## src/rtl/wps_pkg.sv

```systemverilog
package wps_pkg;
  localparam logic [7:0] OPC_WRITE = 8'h02;
  localparam logic [7:0] OPC_WRSR  = 8'h01;
  localparam logic [7:0] OPC_WRDI  = 8'h04;
  localparam logic [7:0] OPC_WREN  = 8'h06;
  localparam int SR_WIP  = 0;
  localparam int SR_WEL  = 1;
  localparam int SR_BP0  = 2;
  localparam int SR_BP1  = 3;
  localparam int SR_WPEN = 7;
  localparam int ARR_MIN_BYTES = 3;
endpackage

```

## src/rtl/wps_cmd_track.sv

```systemverilog
module wps_cmd_track
  import wps_pkg::*;
(
  input  logic       clk,
  input  logic       rst,
  input  logic       opc_stb_i,
  input  logic [7:0] opc_i,
  input  logic       byte_stb_i,
  input  logic [7:0] byte_i,
  input  logic       cs_end_i,
  output logic       wren_done_o,
  output logic       wrdi_o,
  output logic       sr_req_o,
  output logic       arr_req_o,
  output logic [7:0] sr_byte_o
);
  logic [7:0] op_q;
  logic [1:0] nb_q;
  logic       armed_q;

  always_ff @(posedge clk) begin
    if (rst) begin
      op_q      <= 8'h00;
      nb_q      <= 2'd0;
      armed_q   <= 1'b0;
      sr_byte_o <= 8'h00;
    end else if (opc_stb_i) begin
      op_q    <= opc_i;
      nb_q    <= 2'd0;
      armed_q <= 1'b1;
    end else begin
      if (byte_stb_i && armed_q) begin
        if (nb_q == 2'd0) sr_byte_o <= byte_i;
        if (nb_q != 2'd3) nb_q <= nb_q + 2'd1;
      end
      if (cs_end_i) armed_q <= 1'b0;
    end
  end

  assign wrdi_o      = opc_stb_i && (opc_i == OPC_WRDI);
  assign wren_done_o = cs_end_i && armed_q && (op_q == OPC_WREN) && (nb_q == 2'd0);
  assign sr_req_o    = cs_end_i && armed_q && (op_q == OPC_WRSR) && (nb_q != 2'd0);
  assign arr_req_o   = cs_end_i && armed_q && (op_q == OPC_WRITE) &&
                       (nb_q >= 2'(ARR_MIN_BYTES));

  a_r3_wren_needs_clean_end: assert property (@(posedge clk) disable iff (rst)
    wren_done_o |-> !$past(byte_stb_i && !opc_stb_i));
endmodule

```

## src/rtl/wps_prot_range.sv

```systemverilog
module wps_prot_range #(
  parameter int AW = 15
) (
  input  logic [1:0]    bp_i,
  input  logic [AW-1:0] addr_i,
  output logic          hit_o
);
  localparam logic [AW-1:0] QTR_LO  = {2'b11, {(AW-2){1'b0}}};
  localparam logic [AW-1:0] HALF_LO = {1'b1, {(AW-1){1'b0}}};

  always_comb begin
    case (bp_i)
      2'b00:   hit_o = 1'b0;
      2'b01:   hit_o = (addr_i >= QTR_LO);
      2'b10:   hit_o = (addr_i >= HALF_LO);
      default: hit_o = 1'b1;
    endcase
  end

  always_comb begin
    if (bp_i == 2'b11) a_r7_all_hit: assert (hit_o);
  end
endmodule

```

## src/rtl/wps_wc_timer.sv

```systemverilog
module wps_wc_timer #(
  parameter int CYCLES = 24
) (
  input  logic clk,
  input  logic rst,
  input  logic start_i,
  output logic busy_o,
  output logic done_o
);
  localparam int CW = (CYCLES > 1) ? $clog2(CYCLES) : 1;
  localparam logic [CW-1:0] LAST = CW'(CYCLES - 1);

  logic [CW-1:0] cnt_q;

  always_ff @(posedge clk) begin
    if (rst) begin
      busy_o <= 1'b0;
      cnt_q  <= '0;
    end else if (start_i && !busy_o) begin
      busy_o <= 1'b1;
      cnt_q  <= LAST;
    end else if (busy_o) begin
      if (cnt_q == '0) busy_o <= 1'b0;
      else             cnt_q  <= cnt_q - 1'b1;
    end
  end

  assign done_o = busy_o && (cnt_q == '0);

  a_r8_busy_ends: assert property (@(posedge clk) disable iff (rst)
    (busy_o && cnt_q == '0) |=> !busy_o);
  a_r8_cnt_bound: assert property (@(posedge clk) disable iff (rst)
    busy_o |-> (cnt_q <= LAST));
  a_r8_load_full: assert property (@(posedge clk) disable iff (rst)
    $rose(busy_o) |-> (cnt_q == LAST));
endmodule

```

## src/rtl/wprot_status_ctl.sv

```systemverilog
module wprot_status_ctl
  import wps_pkg::*;
#(
  parameter int AW        = 15,
  parameter int WR_CYCLES = 24
) (
  input  logic          clk,
  input  logic          rst,
  input  logic          opc_stb_i,
  input  logic [7:0]    opc_i,
  input  logic          byte_stb_i,
  input  logic [7:0]    byte_i,
  input  logic          cs_end_i,
  input  logic [AW-1:0] addr_i,
  input  logic          wp_n_i,
  output logic [7:0]    status_o,
  output logic          wr_go_o,
  output logic          busy_o
);
  logic       wren_done, wrdi, sr_req, arr_req, prot_hit, done;
  logic [7:0] sr_byte;
  logic       wel, wpen;
  logic [1:0] bp;
  logic       sr_lock, sr_ok, arr_ok, start;
  logic       unused_sr_bits;

  wps_cmd_track u_track (
    .clk(clk), .rst(rst), .opc_stb_i(opc_stb_i), .opc_i(opc_i),
    .byte_stb_i(byte_stb_i), .byte_i(byte_i), .cs_end_i(cs_end_i),
    .wren_done_o(wren_done), .wrdi_o(wrdi), .sr_req_o(sr_req),
    .arr_req_o(arr_req), .sr_byte_o(sr_byte)
  );

  wps_prot_range #(.AW(AW)) u_prot (
    .bp_i(bp), .addr_i(addr_i), .hit_o(prot_hit)
  );

  wps_wc_timer #(.CYCLES(WR_CYCLES)) u_timer (
    .clk(clk), .rst(rst), .start_i(start), .busy_o(busy_o), .done_o(done)
  );

  assign unused_sr_bits = ^{sr_byte[6:4], sr_byte[1:0]};

  assign sr_lock = wpen && !wp_n_i;
  assign sr_ok   = sr_req && wel && !busy_o && !sr_lock;
  assign arr_ok  = arr_req && wel && !busy_o && !prot_hit;
  assign start   = sr_ok || arr_ok;

  always_ff @(posedge clk) begin
    if (rst) begin
      wel     <= 1'b0;
      wpen    <= 1'b0;
      bp      <= 2'b00;
      wr_go_o <= 1'b0;
    end else begin
      wr_go_o <= arr_ok;
      if (done) begin
        wel <= 1'b0;
      end else if (!busy_o) begin
        if (wrdi)      wel <= 1'b0;
        if (wren_done) wel <= 1'b1;
        if (sr_req && wel && sr_lock) wel <= 1'b0;
        if (sr_ok) begin
          wpen <= sr_byte[SR_WPEN];
          bp   <= {sr_byte[SR_BP1], sr_byte[SR_BP0]};
        end
      end
    end
  end

  always_comb begin
    status_o          = 8'h00;
    status_o[SR_WIP]  = busy_o;
    status_o[SR_WEL]  = wel;
    status_o[SR_BP0]  = bp[0];
    status_o[SR_BP1]  = bp[1];
    status_o[SR_WPEN] = wpen;
  end

  a_r6_go_with_busy: assert property (@(posedge clk) disable iff (rst)
    wr_go_o |-> $rose(busy_o));
  a_r6_go_unprotected: assert property (@(posedge clk) disable iff (rst)
    wr_go_o |-> !$past(prot_hit));
  a_r9_done_clears_wel: assert property (@(posedge clk) disable iff (rst)
    $fell(busy_o) |-> !wel);
  a_r3_wel_source: assert property (@(posedge clk) disable iff (rst)
    $rose(wel) |-> $past(wren_done));
  a_r5_bp_changes_on_start: assert property (@(posedge clk) disable iff (rst)
    !$stable(bp) |-> $rose(busy_o));
  a_r10_wel_held_busy: assert property (@(posedge clk) disable iff (rst)
    (busy_o && $past(busy_o) && !$past(done)) |-> $stable(wel));
endmodule

```

## config.mk

```make
export PLATFORM = sky130hd
export DESIGN_NAME = wprot_status_ctl
export DESIGN_NICKNAME = d
export VERILOG_FILES = /design/src/rtl/wps_pkg.sv /design/src/rtl/wps_cmd_track.sv /design/src/rtl/wps_prot_range.sv /design/src/rtl/wps_wc_timer.sv /design/src/rtl/wprot_status_ctl.sv
export SDC_FILE = /design/constraint.sdc
export NUM_CORES = 1
export LEC_CHECK = 0
export BUFFER_PORTS_ARGS = -buffer_cell sky130_fd_sc_hd__buf_2
export CAP_MARGIN = 10
export CORE_ASPECT_RATIO = 0.9
export CORE_MARGIN = 1.5
export CORE_UTILIZATION = 25
export CTS_CLUSTER_SIZE = 25
export DETAILED_ROUTE_END_ITERATION = 10
export MAX_ROUTING_LAYER = met4
export PLACE_DENSITY = 0.42
export SYNTH_ARGS = -nofsm -noshare
export SYNTH_HDL_FRONTEND = slang
export SYNTH_SLANG_ARGS = --single-unit
```

## constraint.sdc

```tcl
create_clock -name clk -period 2.2 [get_ports clk]
set_clock_uncertainty 0.15 [all_clocks]
set_input_delay 0.33 -clock clk [delete_from_list [all_inputs] [get_ports clk]]
set_output_delay 0.33 -clock clk [all_outputs]
set_load 0.01 [all_outputs]
```

==> metrics.md <==
| Metric | Value |
|---|---|
| Top cell type's share of synthesized area | `39.6%` |
| Sequential share of the synthesized area | `39.6%` |
| Synth area leader | `dfxtp_1` |
| Post-DP HPWL | `2200 um` |
| N_diodes | `0` |
| CTS Hold Bufs | `0` |
| Synth top cells by count | `dfxtp_1 (25), nor2_1 (14), mux2i_1 (13)` |
| DIE AREA | `0.00550 mm2` |
| Overflow after GRT | `0` |
| Total core area | `0.00486 mm2` |
| Initial antenna violation count | `0` |
| Pin count of the biggest net entering global routing | `18` |
| Synthesis Warnings | `0` |
| Flop-to-flop setup slack | `300 ps` |
| Startpoint types | `register` |
| Setup Crit Path Kind | `register to register` |
| Detail Route Antenna Nets | `0` |
| Starting Density | `26.0%` |
| Port Buffers | `25` |
| Cells after Synth | `133` |
| Number of synthesized flops with an enable pin | `0` |
| H-Tree Depth | `1` |
| Asr flop ratio synth | `0%` |
| RSZ-0062 raised after global routing | `no` |
| Via count | `1,014` |
| Vias in the first global route | `1,022` |
| Worst hold path type | `primary input to register` |
| Worst endpoint required time | `2220 ps` |
| Cell variety after synth | `39` |
| Via density | `4.57` |
| 1st-pass router iterations | `4` |
| VDD IR max | `181 uV` |
| Fin crit period | `1900 ps` |
| WP data arrival | `1920 ps` |
| Cell Count, Final, Fillers Out | `222` |
| Synthesis-stage register bit count | `25` |
| Most area-consuming cells after synthesis | `dfxtp_1 (40%), mux2i_1 (10%), nor2_1 (4.2%)` |
| Critical Path Sink Type | `register` |
| Final worst path period share | `86.3%` |
| Syn_area_per_cell | `9.51 um2` |
| Filler cells | `536` |
| Site row count | `24` |
| Critical Path Fanout Max | `5` |
| Fin. max-slew vios | `0` |
| Status | `completed` |
| Combinational power share | `9.1%` |
| Final Hold Fails | `0` |
| Die Wd | `78.0 um` |
| Post-CTS Resized | `0` |
| Gr usage total | `11.5%` |
| Final setup viols | `0` |
| Worst-path clk slew | `90 ps` |
| Detailed Route Iter0 Violations | `66` |
| Setup tns final | `0 ps` |
| Die Ht | `70.5 um` |
| Placed Instances | `218` |
| Clock sinks | `25` |
| Power per cell area | `560 mW/mm2` |
| Leak | `0.637 nW` |
| Post CTS Setup Buffer Count | `0` |
| Max cap viols | `0` |
| Psw | `196 uW` |
| Clk root buf | `clkbuf_8` |
| Clock power share | `33.4%` |
| Final #Nets | `199` |
| Internal power | `631 uW` |
| Post-Syn Area | `0.00126 mm2` |
| FMAX | `0.527 GHz` |
| Final wirelength | `2840 um` |
| Routed WL per cell | `12.8 um` |
| Sw Share | `23.7%` |
| CTS Buffer Depth | `2` |
| CTS tree | `built` |
| GP Congestion | `0.686` |
| I/O pin total | `47` |
| Clock latency on the worst-skew pair | `270 ps` |
| Area grow syn2layout | `16.9%` |
| CTS Buf Count | `3` |
| DRC violations left | `0` |
| Seq pwr share | `57.5%` |
| Post-synth top flop | `dfxtp_1` |
| Share of layout cells above drive strength 1 | `24.2%` |
| Most common cell in the synthesized netlist | `dfxtp_1` |
| Global-route wire length before repair | `4840 um` |
==> logic make-up (layout without fill, tap and decap cells) <==
group                    count (synthesis)  count (layout)  synth area share [%]
adder cells (fa/ha/maj)                  4               4                  3.96
AO/OA/AOI/OAI                           21              21                  11.3
buffers and inverters                   18              40                  7.71
other                                    1               3                 0.296
flip-flops                              25              25                  39.6
XOR/XNOR                                 2               2                  1.39
AND/OR/NAND/NOR                         49              49                  25.5
multiplexers                            13              13                  10.3
==> routing by layer <==
metal / routed length, um / part of all wire, % / track usage, % / vias to the layer above
li1: - / - / - / 518
met5: 0 / 0 / - / -
met3: 107 / 3.8 / 1.96 / 2
met4: 17 / 0.60 / 3.57 / 0
met1: 1400 / 49 / 15.3 / 465
met2: 1310 / 46 / 17.9 / 29
==> registers in the layout, indices dropped and copies added, names as in the netlist <==
name,cells
bp,2
u_timer.busy_o,1
u_timer.cnt_q,5
u_track.armed_q,1
u_track.nb_q,2
u_track.op_q,8
u_track.sr_byte_o,3
wel,1
wpen,1
wr_go_o,1
==> final timing paths <==
kind / cells after the start / to / start
setup / recovery: 6 / u_timer.cnt_q[3] / u_track.nb_q[0]
hold / removal: 3 / u_track.sr_byte_o[7] / byte_i[7]
setup reg to reg: 6 / u_timer.cnt_q[3] / u_track.nb_q[0]
hold reg to reg: 2 / wpen / u_track.sr_byte_o[7]
==> stage by stage <==
step                      hold slack [ps]  cell area, um2  total power, mW  utilization [%]  setup WS, ps
final                                 137            1480            0.827             30.4           302
after global routing                  145            1480            0.874             30.4           187
after CTS                             133            1480            0.841             30.4           302
after detailed placement              313            1430            0.562             29.5           192
after global placement                312            1430            0.561             29.5           187
after floorplan                       298            1270            0.536                -           530
==> critical path: stages, from the launching register on <==
cell,delay [ps]
dfxtp_1,350
inv_1,70
ha_1,250
nor4b_4,270
and4b_1,350
nand2_1,150
and4_1,200
==> final cells by class <==
class | instances | area, um2 | area share [%]
clock buffers | 4 | 45.0 | 3.05
inverters | 8 | 30.0 | 2.03
multi-input cells | 92 | 674 | 45.6
flip-flops and latches | 25 | 500 | 33.8
well taps | 65 | 81.3 | 5.50
repair buffers | 28 | 148 | 9.98
==> power groups by stage <==
stage	clock [mW]	sequential, mW	combinational [mW]
finish	0.276	0.476	0.0753
global route	0.313	0.478	0.0838
CTS	0.289	0.476	0.0761
detailed placement	0	0.486	0.0760
global placement	0	0.486	0.0745
floorplan	0	0.483	0.0523
==> layout by cell type, fill, tap and decap left out, types with 2 or more instances in the layout <==
cell	count
nand2_1	5
nor3_1	5
a211o_1	2
mux2i_1	13
buf_2	25
nand2b_1	2
nor3b_1	2
nand4b_1	3
dfxtp_1	25
ha_1	4
nor2_1	14
clkbuf_8	3
conb_1	3
xnor2_1	2
a21oi_1	5
buf_4	3
o21ai_0	4
inv_1	8
a31oi_1	4
nand3_1	5
nor4b_4	2
Power figures use the tool's default switching activity.
